### src/rtl/rsc_pkg.sv
package rsc_pkg;
   typedef enum logic [2:0] {
      ST_IDLE = 3'd0,
      ST_RUN  = 3'd1,
      ST_BLK  = 3'd2,
      ST_UNB  = 3'd3,
      ST_SQSH = 3'd4,
      ST_SER  = 3'd5
   } rsc_state_e;

   function automatic logic rsc_is_held(input rsc_state_e s);
      return (s == ST_BLK) || (s == ST_UNB);
   endfunction
endpackage

### src/rtl/rsc_scan.sv
module rsc_scan #(
   parameter int LANES = 2,
   localparam int NW = $clog2(LANES + 1)
) (
   input  logic [LANES-1:0] cand_v,
   input  logic [LANES-1:0] cand_s,
   output logic [NW-1:0]    n_pre,
   output logic             hit
);
   // counts leading valid, unflagged lanes; hit marks a flagged lane right after them
   always_comb begin
      int   c;
      logic f;
      c = 0;
      f = 1'b0;
      for (int i = 0; i < LANES; i++) begin
         if (cand_v[i] && !f) begin
            if (cand_s[i]) f = 1'b1;
            else           c = c + 1;
         end
      end
      hit   = f;
      n_pre = NW'(c);
   end
endmodule

### src/rtl/rsc_skid.sv
module rsc_skid #(
   parameter int DEPTH = 6,
   parameter int EW    = 9,
   parameter int PUSH  = 2,
   parameter int HEADS = 2,
   localparam int CW = $clog2(DEPTH + 1),
   localparam int PW = $clog2(HEADS + 1),
   localparam int BW = $clog2(PUSH + 1)
) (
   input  logic               clk,
   input  logic               rst_n,
   input  logic               flush,
   input  logic [PW-1:0]      pop_n,
   input  logic               hins,
   input  logic [EW-1:0]      hins_ent,
   input  logic [BW-1:0]      push_base,
   input  logic [BW-1:0]      push_n,
   input  logic [PUSH*EW-1:0] push_ent,
   output logic [HEADS*EW-1:0] head_ent,
   output logic [CW-1:0]      cnt,
   output logic               ovf
);
   logic [EW-1:0] mem_q [DEPTH];
   logic [EW-1:0] mem_n [DEPTH];
   logic [EW-1:0] push_arr [PUSH];
   logic [CW-1:0] cnt_q;
   logic          ovf_q;
   int            len_i, total_i;

   initial begin
      assert (HEADS <= DEPTH);
      assert (DEPTH >= 1);
   end

   generate
      for (genvar g = 0; g < PUSH; g++) begin : g_push
         assign push_arr[g] = push_ent[g*EW +: EW];
      end
      for (genvar g = 0; g < HEADS; g++) begin : g_head
         assign head_ent[g*EW +: EW] = mem_q[g];
      end
   endgenerate

   always_comb begin
      len_i   = int'(cnt_q) - int'(pop_n) + (hins ? 1 : 0);
      total_i = len_i + int'(push_n);
   end

   // next image: survivors shifted toward the head (or right by one on head insert), then pushes
   always_comb begin
      for (int i = 0; i < DEPTH; i++) begin
         mem_n[i] = mem_q[i];
         if (i < len_i) begin
            if (hins) begin
               if (i == 0) mem_n[i] = hins_ent;
               else        mem_n[i] = mem_q[(i + DEPTH - 1) % DEPTH];
            end else begin
               for (int j = 0; j < DEPTH; j++)
                  if (j == i + int'(pop_n)) mem_n[i] = mem_q[j];
            end
         end else begin
            for (int p = 0; p < PUSH; p++)
               if ((i - len_i) < int'(push_n) && p == int'(push_base) + (i - len_i))
                  mem_n[i] = push_arr[p];
         end
      end
   end

   always_ff @(posedge clk) begin
      if (!rst_n) begin
         cnt_q <= '0;
         ovf_q <= 1'b0;
         for (int i = 0; i < DEPTH; i++) mem_q[i] <= '0;
      end else if (flush) begin
         cnt_q <= '0;
      end else begin
         for (int i = 0; i < DEPTH; i++) mem_q[i] <= mem_n[i];
         cnt_q <= (total_i > DEPTH) ? CW'(DEPTH) : CW'(total_i);
         if (total_i > DEPTH) ovf_q <= 1'b1;
      end
   end

   assign cnt = cnt_q;
   assign ovf = ovf_q;

   a_r10_level_bound: assert property (@(posedge clk) disable iff (!rst_n)
      int'(cnt_q) <= DEPTH);
   a_r10_overrun_sticky: assert property (@(posedge clk) disable iff (!rst_n)
      ovf_q |=> ovf_q);
   a_r2_flush_empties: assert property (@(posedge clk) disable iff (!rst_n)
      flush |=> (cnt_q == '0));
endmodule

### src/rtl/rename_stall_ctrl.sv
module rename_stall_ctrl
   import rsc_pkg::*;
#(
   parameter int IW  = 8,
   parameter int DW  = 2,
   parameter int RW  = 2,
   parameter int DLY = 1,
   localparam int DEPTH = 2 * DLY * DW + RW,
   localparam int CW    = $clog2(DEPTH + 1)
) (
   input  logic             clk,
   input  logic             rst_n,
   input  logic [DW-1:0]    dec_valid,
   input  logic [DW-1:0]    dec_serial,
   input  logic [DW*IW-1:0] dec_payload,
   input  logic             flush_req,
   input  logic             rob_draining,
   input  logic             res_stall,
   input  logic             ser_release,
   output logic [RW-1:0]    iss_valid,
   output logic [RW*IW-1:0] iss_payload,
   output logic             hold_decode,
   output logic             release_decode,
   output logic [2:0]       cur_state,
   output logic [CW-1:0]    skid_level,
   output logic             skid_overrun
);
   localparam int EW = IW + 1;
   localparam int PW = $clog2(RW + 1);
   localparam int BW = $clog2(DW + 1);

   initial begin
      assert (RW >= DW);
      assert (DLY >= 1);
      assert (IW >= 1);
   end

   rsc_state_e      st_q, st_n;
   logic [IW-1:0]   held_q, held_n;
   logic [RW-1:0]   ov_q, ov_n;
   logic [RW*IW-1:0] od_q, od_n;
   logic            blk_q, blk_n, unb_q, unb_n;

   logic [EW-1:0]   in_ent   [RW];
   logic [EW-1:0]   head_arr [RW];
   logic [EW-1:0]   cand_ent [RW];
   logic [RW-1:0]   in_v, head_v, cand_v, cand_s;
   logic [RW*EW-1:0] head_flat;
   logic [DW*EW-1:0] push_flat;
   logic            unb_path;
   logic [PW-1:0]   n_pre;
   logic            hit;

   logic            flush;
   logic [PW-1:0]   pop_n;
   logic            hins;
   logic [BW-1:0]   push_base, push_n;
   int              n_in, npre_i;

   assign unb_path = rsc_is_held(st_q);

   generate
      for (genvar g = 0; g < RW; g++) begin : g_lane
         if (g < DW) begin : g_live
            assign in_ent[g] = {dec_serial[g], dec_payload[g*IW +: IW]};
            assign in_v[g]   = dec_valid[g];
         end else begin : g_pad
            assign in_ent[g] = '0;
            assign in_v[g]   = 1'b0;
         end
         assign head_arr[g] = head_flat[g*EW +: EW];
         assign head_v[g]   = int'(skid_level) > g;
         assign cand_ent[g] = unb_path ? head_arr[g] : in_ent[g];
         assign cand_v[g]   = unb_path ? head_v[g] : in_v[g];
         assign cand_s[g]   = cand_ent[g][EW-1];
      end
      for (genvar g = 0; g < DW; g++) begin : g_pk
         assign push_flat[g*EW +: EW] = {dec_serial[g], dec_payload[g*IW +: IW]};
      end
   endgenerate

   rsc_scan #(.LANES(RW)) u_scan (
      .cand_v (cand_v),
      .cand_s (cand_s),
      .n_pre  (n_pre),
      .hit    (hit)
   );

   rsc_skid #(.DEPTH(DEPTH), .EW(EW), .PUSH(DW), .HEADS(RW)) u_skid (
      .clk       (clk),
      .rst_n     (rst_n),
      .flush     (flush),
      .pop_n     (pop_n),
      .hins      (hins),
      .hins_ent  ({1'b0, held_q}),
      .push_base (push_base),
      .push_n    (push_n),
      .push_ent  (push_flat),
      .head_ent  (head_flat),
      .cnt       (skid_level),
      .ovf       (skid_overrun)
   );

   always_comb begin
      n_in      = $countones(dec_valid);
      npre_i    = int'(n_pre);
      st_n      = st_q;
      held_n    = held_q;
      blk_n     = 1'b0;
      unb_n     = 1'b0;
      ov_n      = '0;
      od_n      = '0;
      flush     = 1'b0;
      pop_n     = '0;
      hins      = 1'b0;
      push_base = '0;
      push_n    = '0;
      if (flush_req || rob_draining) begin
         flush  = 1'b1;
         held_n = '0;
         unb_n  = unb_path || (st_q == ST_SER);
         st_n   = ST_SQSH;
      end else if (res_stall) begin
         push_n = BW'(n_in);
         blk_n  = !unb_path;
         st_n   = (st_q == ST_SER) ? ST_SER : ST_BLK;
      end else if (st_q == ST_SER) begin
         push_n = BW'(n_in);
         if (ser_release) begin
            hins = 1'b1;
            st_n = ST_UNB;
         end
      end else begin
         for (int j = 0; j < RW; j++) begin
            if (j < npre_i) begin
               ov_n[j]           = 1'b1;
               od_n[j*IW +: IW]  = cand_ent[j][IW-1:0];
            end
            if (hit && j == npre_i) held_n = cand_ent[j][IW-1:0];
         end
         if (unb_path) begin
            pop_n  = PW'(npre_i + (hit ? 1 : 0));
            push_n = BW'(n_in);
            if (hit)
               st_n = ST_SER;
            else if (int'(skid_level) == npre_i && n_in == 0) begin
               unb_n = 1'b1;
               st_n  = ST_RUN;
            end else
               st_n = ST_UNB;
         end else if (hit) begin
            push_base = BW'(npre_i + 1);
            push_n    = BW'(n_in - npre_i - 1);
            blk_n     = 1'b1;
            st_n      = ST_SER;
         end else begin
            st_n = (st_q == ST_IDLE && n_in == 0) ? ST_IDLE : ST_RUN;
         end
      end
   end

   always_ff @(posedge clk) begin
      if (!rst_n) begin
         st_q   <= ST_IDLE;
         held_q <= '0;
         ov_q   <= '0;
         od_q   <= '0;
         blk_q  <= 1'b0;
         unb_q  <= 1'b0;
      end else begin
         st_q   <= st_n;
         held_q <= held_n;
         ov_q   <= ov_n;
         od_q   <= od_n;
         blk_q  <= blk_n;
         unb_q  <= unb_n;
      end
   end

   assign iss_valid      = ov_q;
   assign iss_payload    = od_q;
   assign hold_decode    = blk_q;
   assign release_decode = unb_q;
   assign cur_state      = st_q;

   a_r11_handshake_excl: assert property (@(posedge clk) disable iff (!rst_n)
      !(hold_decode && release_decode));
   a_r3_serial_keeps_state: assert property (@(posedge clk) disable iff (!rst_n)
      (st_q == ST_SER && res_stall && !flush_req && !rob_draining) |=> (st_q == ST_SER));
   a_r2_flush_silences: assert property (@(posedge clk) disable iff (!rst_n)
      (flush_req || rob_draining) |=> (st_q == ST_SQSH && iss_valid == '0 && skid_level == '0));
   a_r7_release_state: assert property (@(posedge clk) disable iff (!rst_n)
      release_decode |-> (st_q == ST_RUN || st_q == ST_SQSH));
   a_r1_state_legal: assert property (@(posedge clk) disable iff (!rst_n)
      st_q inside {ST_IDLE, ST_RUN, ST_BLK, ST_UNB, ST_SQSH, ST_SER});
endmodule

### config.mk
export PLATFORM = sky130hd
export DESIGN_NAME = rename_stall_ctrl
export DESIGN_NICKNAME = d
export VERILOG_FILES = /design/src/rtl/rsc_pkg.sv /design/src/rtl/rsc_scan.sv /design/src/rtl/rsc_skid.sv /design/src/rtl/rename_stall_ctrl.sv
export SDC_FILE = /design/constraint.sdc
export NUM_CORES = 1
export LEC_CHECK = 0
export CAP_MARGIN = 10
export CORE_AREA = 2 2 204 126
export CTS_BUF_LIST = sky130_fd_sc_hd__clkbuf_4
export DETAILED_ROUTE_END_ITERATION = 8
export DIE_AREA = 0 0 206 128
export PLACE_DENSITY = 0.67
export SYNTH_ARGS = -nofsm -noshare
export SYNTH_HDL_FRONTEND = slang
export SYNTH_SLANG_ARGS = --single-unit
### constraint.sdc
create_clock -name clk -period 10 [get_ports clk]
set_input_delay 2.5 -clock clk [delete_from_list [all_inputs] [get_ports clk]]
set_output_delay 2.5 -clock clk [all_outputs]
set_load 0.03 [all_outputs]
==> impl_metrics.env <==
export IMPL_die_h_um=128
export IMPL_netlist_area_mm2=0.0113
export IMPL_synth_area_leaders="edfxtp_1, mux2i_1, dfxtp_1"
export IMPL_synthToLayoutAreaGrowth_pct=11.9
export IMPL_cts_htree_levels=3
export IMPL_cts_resized=0
export IMPL_wl_per_cell_um=27.3
export IMPL_cts_tree="done"
export IMPL_fin_skew_ns=0.0359
export IMPL_hold_worst_slack_ns=0.497
export IMPL_vias=13000
export IMPL_place_ws_ns=0.0804
export IMPL_first_global_vias=11300
export IMPL_vias_per_cell=7.00
export IMPL_hold_buffers=0
export IMPL_crit_fanout=15
export IMPL_powerDensity_mw_per_mm2=139
export IMPL_peakVddDrop_mv=0.0571
export IMPL_die_w_um=206
export IMPL_synth_edf_count=54
export IMPL_max_freq_mhz=104
export IMPL_path_clk_slew_ns=0.14
export IMPL_hp_class="reg2reg"
export IMPL_wl_um=50900
export IMPL_cellLeakagePower_nw=4.94
export IMPL_die_area_mm2=0.0264
export IMPL_synth_top_area_share_pct=14.3
export IMPL_clockRootBuffer="clkbuf_4"
export IMPL_r2r_start="cur_state[1]"
export IMPL_synth_cell_types=96
export IMPL_synth_area_leader_cell="edfxtp_1"
export IMPL_cp_start_kind="input pin"
export IMPL_relSlewSlack_pct=25.9
export IMPL_placed_area_mm2=0.0125
export IMPL_ant_nets=0
export IMPL_worstSetupPathType="in2reg"
export IMPL_post_route_util_pct=51.3
export IMPL_ff2ff_path_depth=29
export IMPL_drv_cap=0
export IMPL_synth_most_common_cell="nand2_1"
export IMPL_final_hold_violation_count=0
export IMPL_clkLatencyLatePin_ns=0.50
export IMPL_final_area_mm2=0.0127
export IMPL_min_to="u_skid.ovf"
export IMPL_gp_congestion=1.07
export IMPL_avgSynthCellArea_um2=7.65
export IMPL_drt_initial_drc_count=2167
export IMPL_cts_setup_buffers=0
export IMPL_status="complete, no violations"
export IMPL_synth_flop_cell="edfxtp_1"
export IMPL_r2r_end="u_skid.mem_q[0][32]"
export IMPL_drc_errors=0
export IMPL_port_buffer_count=52
export IMPL_ios=53
export IMPL_layout_drive_gt1_share_pct=10.8
export IMPL_yosysSeqAreaShare_pct=20.5
export IMPL_n_fill_cell=2434
export IMPL_setup_ws_ns=0.392
export IMPL_hp_start="u_skid.ovf"
export IMPL_synthArstFlopShare_pct=0
export IMPL_clkSinkCount=89
export IMPL_yosysWarningCount=0
export IMPL_syn_inst=1478
export IMPL_synth_commonest_cells="nand2_1, nor2_1, a21oi_1, mux2i_1, o21ai_0"
export IMPL_maxSlewViolCount=0
export IMPL_first_pass_iters=6
export IMPL_initial_core_util_pct=45.8
export IMPL_overflow=0
export IMPL_synth_nets=1558
export IMPL_whs_path_depth=1
export IMPL_finalSetupViolations=0
export IMPL_cp_required_ns=10.24
export IMPL_coreArea_mm2=0.0247
export IMPL_cp_end_kind="flip-flop"
export IMPL_rsz0062_at_grt="false"
export IMPL_ff2ff_setup_slack_ns=1.59
export IMPL_antenna_found_initial=2
export IMPL_dpl_hpwl_um=38900
export IMPL_num_rows=45
export IMPL_fin_setup_tns_ns=0
export IMPL_grt_pass1_wl_um=73800
export IMPL_fin_crit_ns=9.61
export IMPL_nets=1607
export IMPL_fin_crit_sh_pct=96.1
export IMPL_worst_slew_pin_slew_ns=1.11
export IMPL_cp_data_arrival_time_ns=9.85
export IMPL_grt_max_degree=59
export IMPL_clockBufferDepth=2
export IMPL_cts_buffers=9
export IMPL_ys_seq_elements=89
export IMPL_grt_usage_pct=37.7
-- critical path, stage by stage --
cell	delay, ns
clkdlybuf4s50_1	0.59
mux2i_1	0.20
nor2b_1	0.18
ha_1	0.28
inv_1	0.04
mux2i_1	0.11
nor2b_1	0.21
inv_1	0.12
ha_1	0.30
or2_2	0.36
inv_1	0.17
ha_1	0.23
fa_1	0.42
inv_1	0.09
ha_1	0.21
xor3_1	0.38
inv_2	0.09
ha_1	0.46
buf_4	0.30
xor2_1	0.22
o2111ai_1	0.21
nor4_1	0.58
a221oi_1	0.20
nor4_1	0.35
o2111ai_1	0.26
nor2_4	0.41
mux2i_1	0.25
a211oi_1	0.10
-- how the worst max path moves through the flow --
stage | depth (start not counted) | slack (ns) | endpoint | from
after floorplan | 27 | 0.66 | u_skid.mem_q[0][10] | dec_valid[0]
after global placement | 30 | 0.17 | u_skid.mem_q[0][50] | dec_serial[0]
after detailed placement | 28 | 0.08 | u_skid.mem_q[0][34] | dec_serial[0]
after CTS | 28 | 0.58 | u_skid.mem_q[0][32] | dec_serial[0]
after global routing | 28 | 0.03 | u_skid.mem_q[0][37] | dec_serial[0]
final | 28 | 0.39 | u_skid.mem_q[0][32] | dec_serial[0]
-- metal layers --
metal	wire, µm	track usage (%)	share of wire, %	vias to the layer above
met5	70	2.44	0.14	-
met4	780	6.43	1.5	2
met3	9690	20.4	19	98
met2	17200	43.0	34	1123
met1	23100	58.7	45	6182
li1	-	-	-	5634
-- cell usage in the layout, fill, tap and decap left out, types with 19 or more instances in the layout --
master	synthesis	final
nand2_1	163	163
edfxtp_1	54	54
nand3_1	50	49
nor3_1	44	44
nor2_1	124	124
ha_1	47	45
nand4_1	19	19
clkdlybuf4s50_1	0	52
xnor2_1	39	39
mux2i_1	107	107
nor2b_1	24	23
a21oi_1	121	121
o21ai_0	82	82
dfxtp_1	35	35
buf_4	5	102
inv_1	38	38
a211oi_1	61	61
-- metrics by stage --
step / total power [mW] / cells
2_1_floorplan: 1.12 / 1478
3_3_place_gp: 1.50 / 1844
3_5_place_dp: 1.49 / 1845
4_1_cts: 1.69 / 1861
5_1_grt: 1.82 / 1863
6_report: 1.75 / 1863
-- logic make-up after synthesis --
group           share of synthesized area (%)
simple gates                             25.4
mux                                      11.5
fa+ha+maj                                6.53
compound gates                           25.7
xor+xnor                                 4.52
flops                                    20.5
buf+inv                                  5.83
-- power breakdown --
group | leakage, nW | switching [mW] | internal [mW]
combinational | 4.03 | 0.715 | 0.389
sequential | 0.840 | 0.0360 | 0.414
clock | 0.0736 | 0.140 | 0.0589
total | 4.94 | 0.891 | 0.862
-- sequential cells by signal, indices dropped and copies added, names as in the netlist --
signal and count:
cur_state 3, held_q 8, hold_decode 1, iss_payload 16
iss_valid 2, release_decode 1, u_skid.cnt 3, u_skid.mem_q 54
u_skid.ovf 1
-- layout make-up --
type,count,area [µm²],area share (%)
multi-input cells,1230,8340,66.0
inverters,43,161,1.28
well taps,329,412,3.25
clock inverters,5,37.5,0.297
diodes,2,5.00,0.0396
repair buffers,154,1290,10.2
flip-flops and latches,89,2320,18.4
clock buffers,11,82.6,0.653
Note: power is estimated with default switching activity, not from simulation.
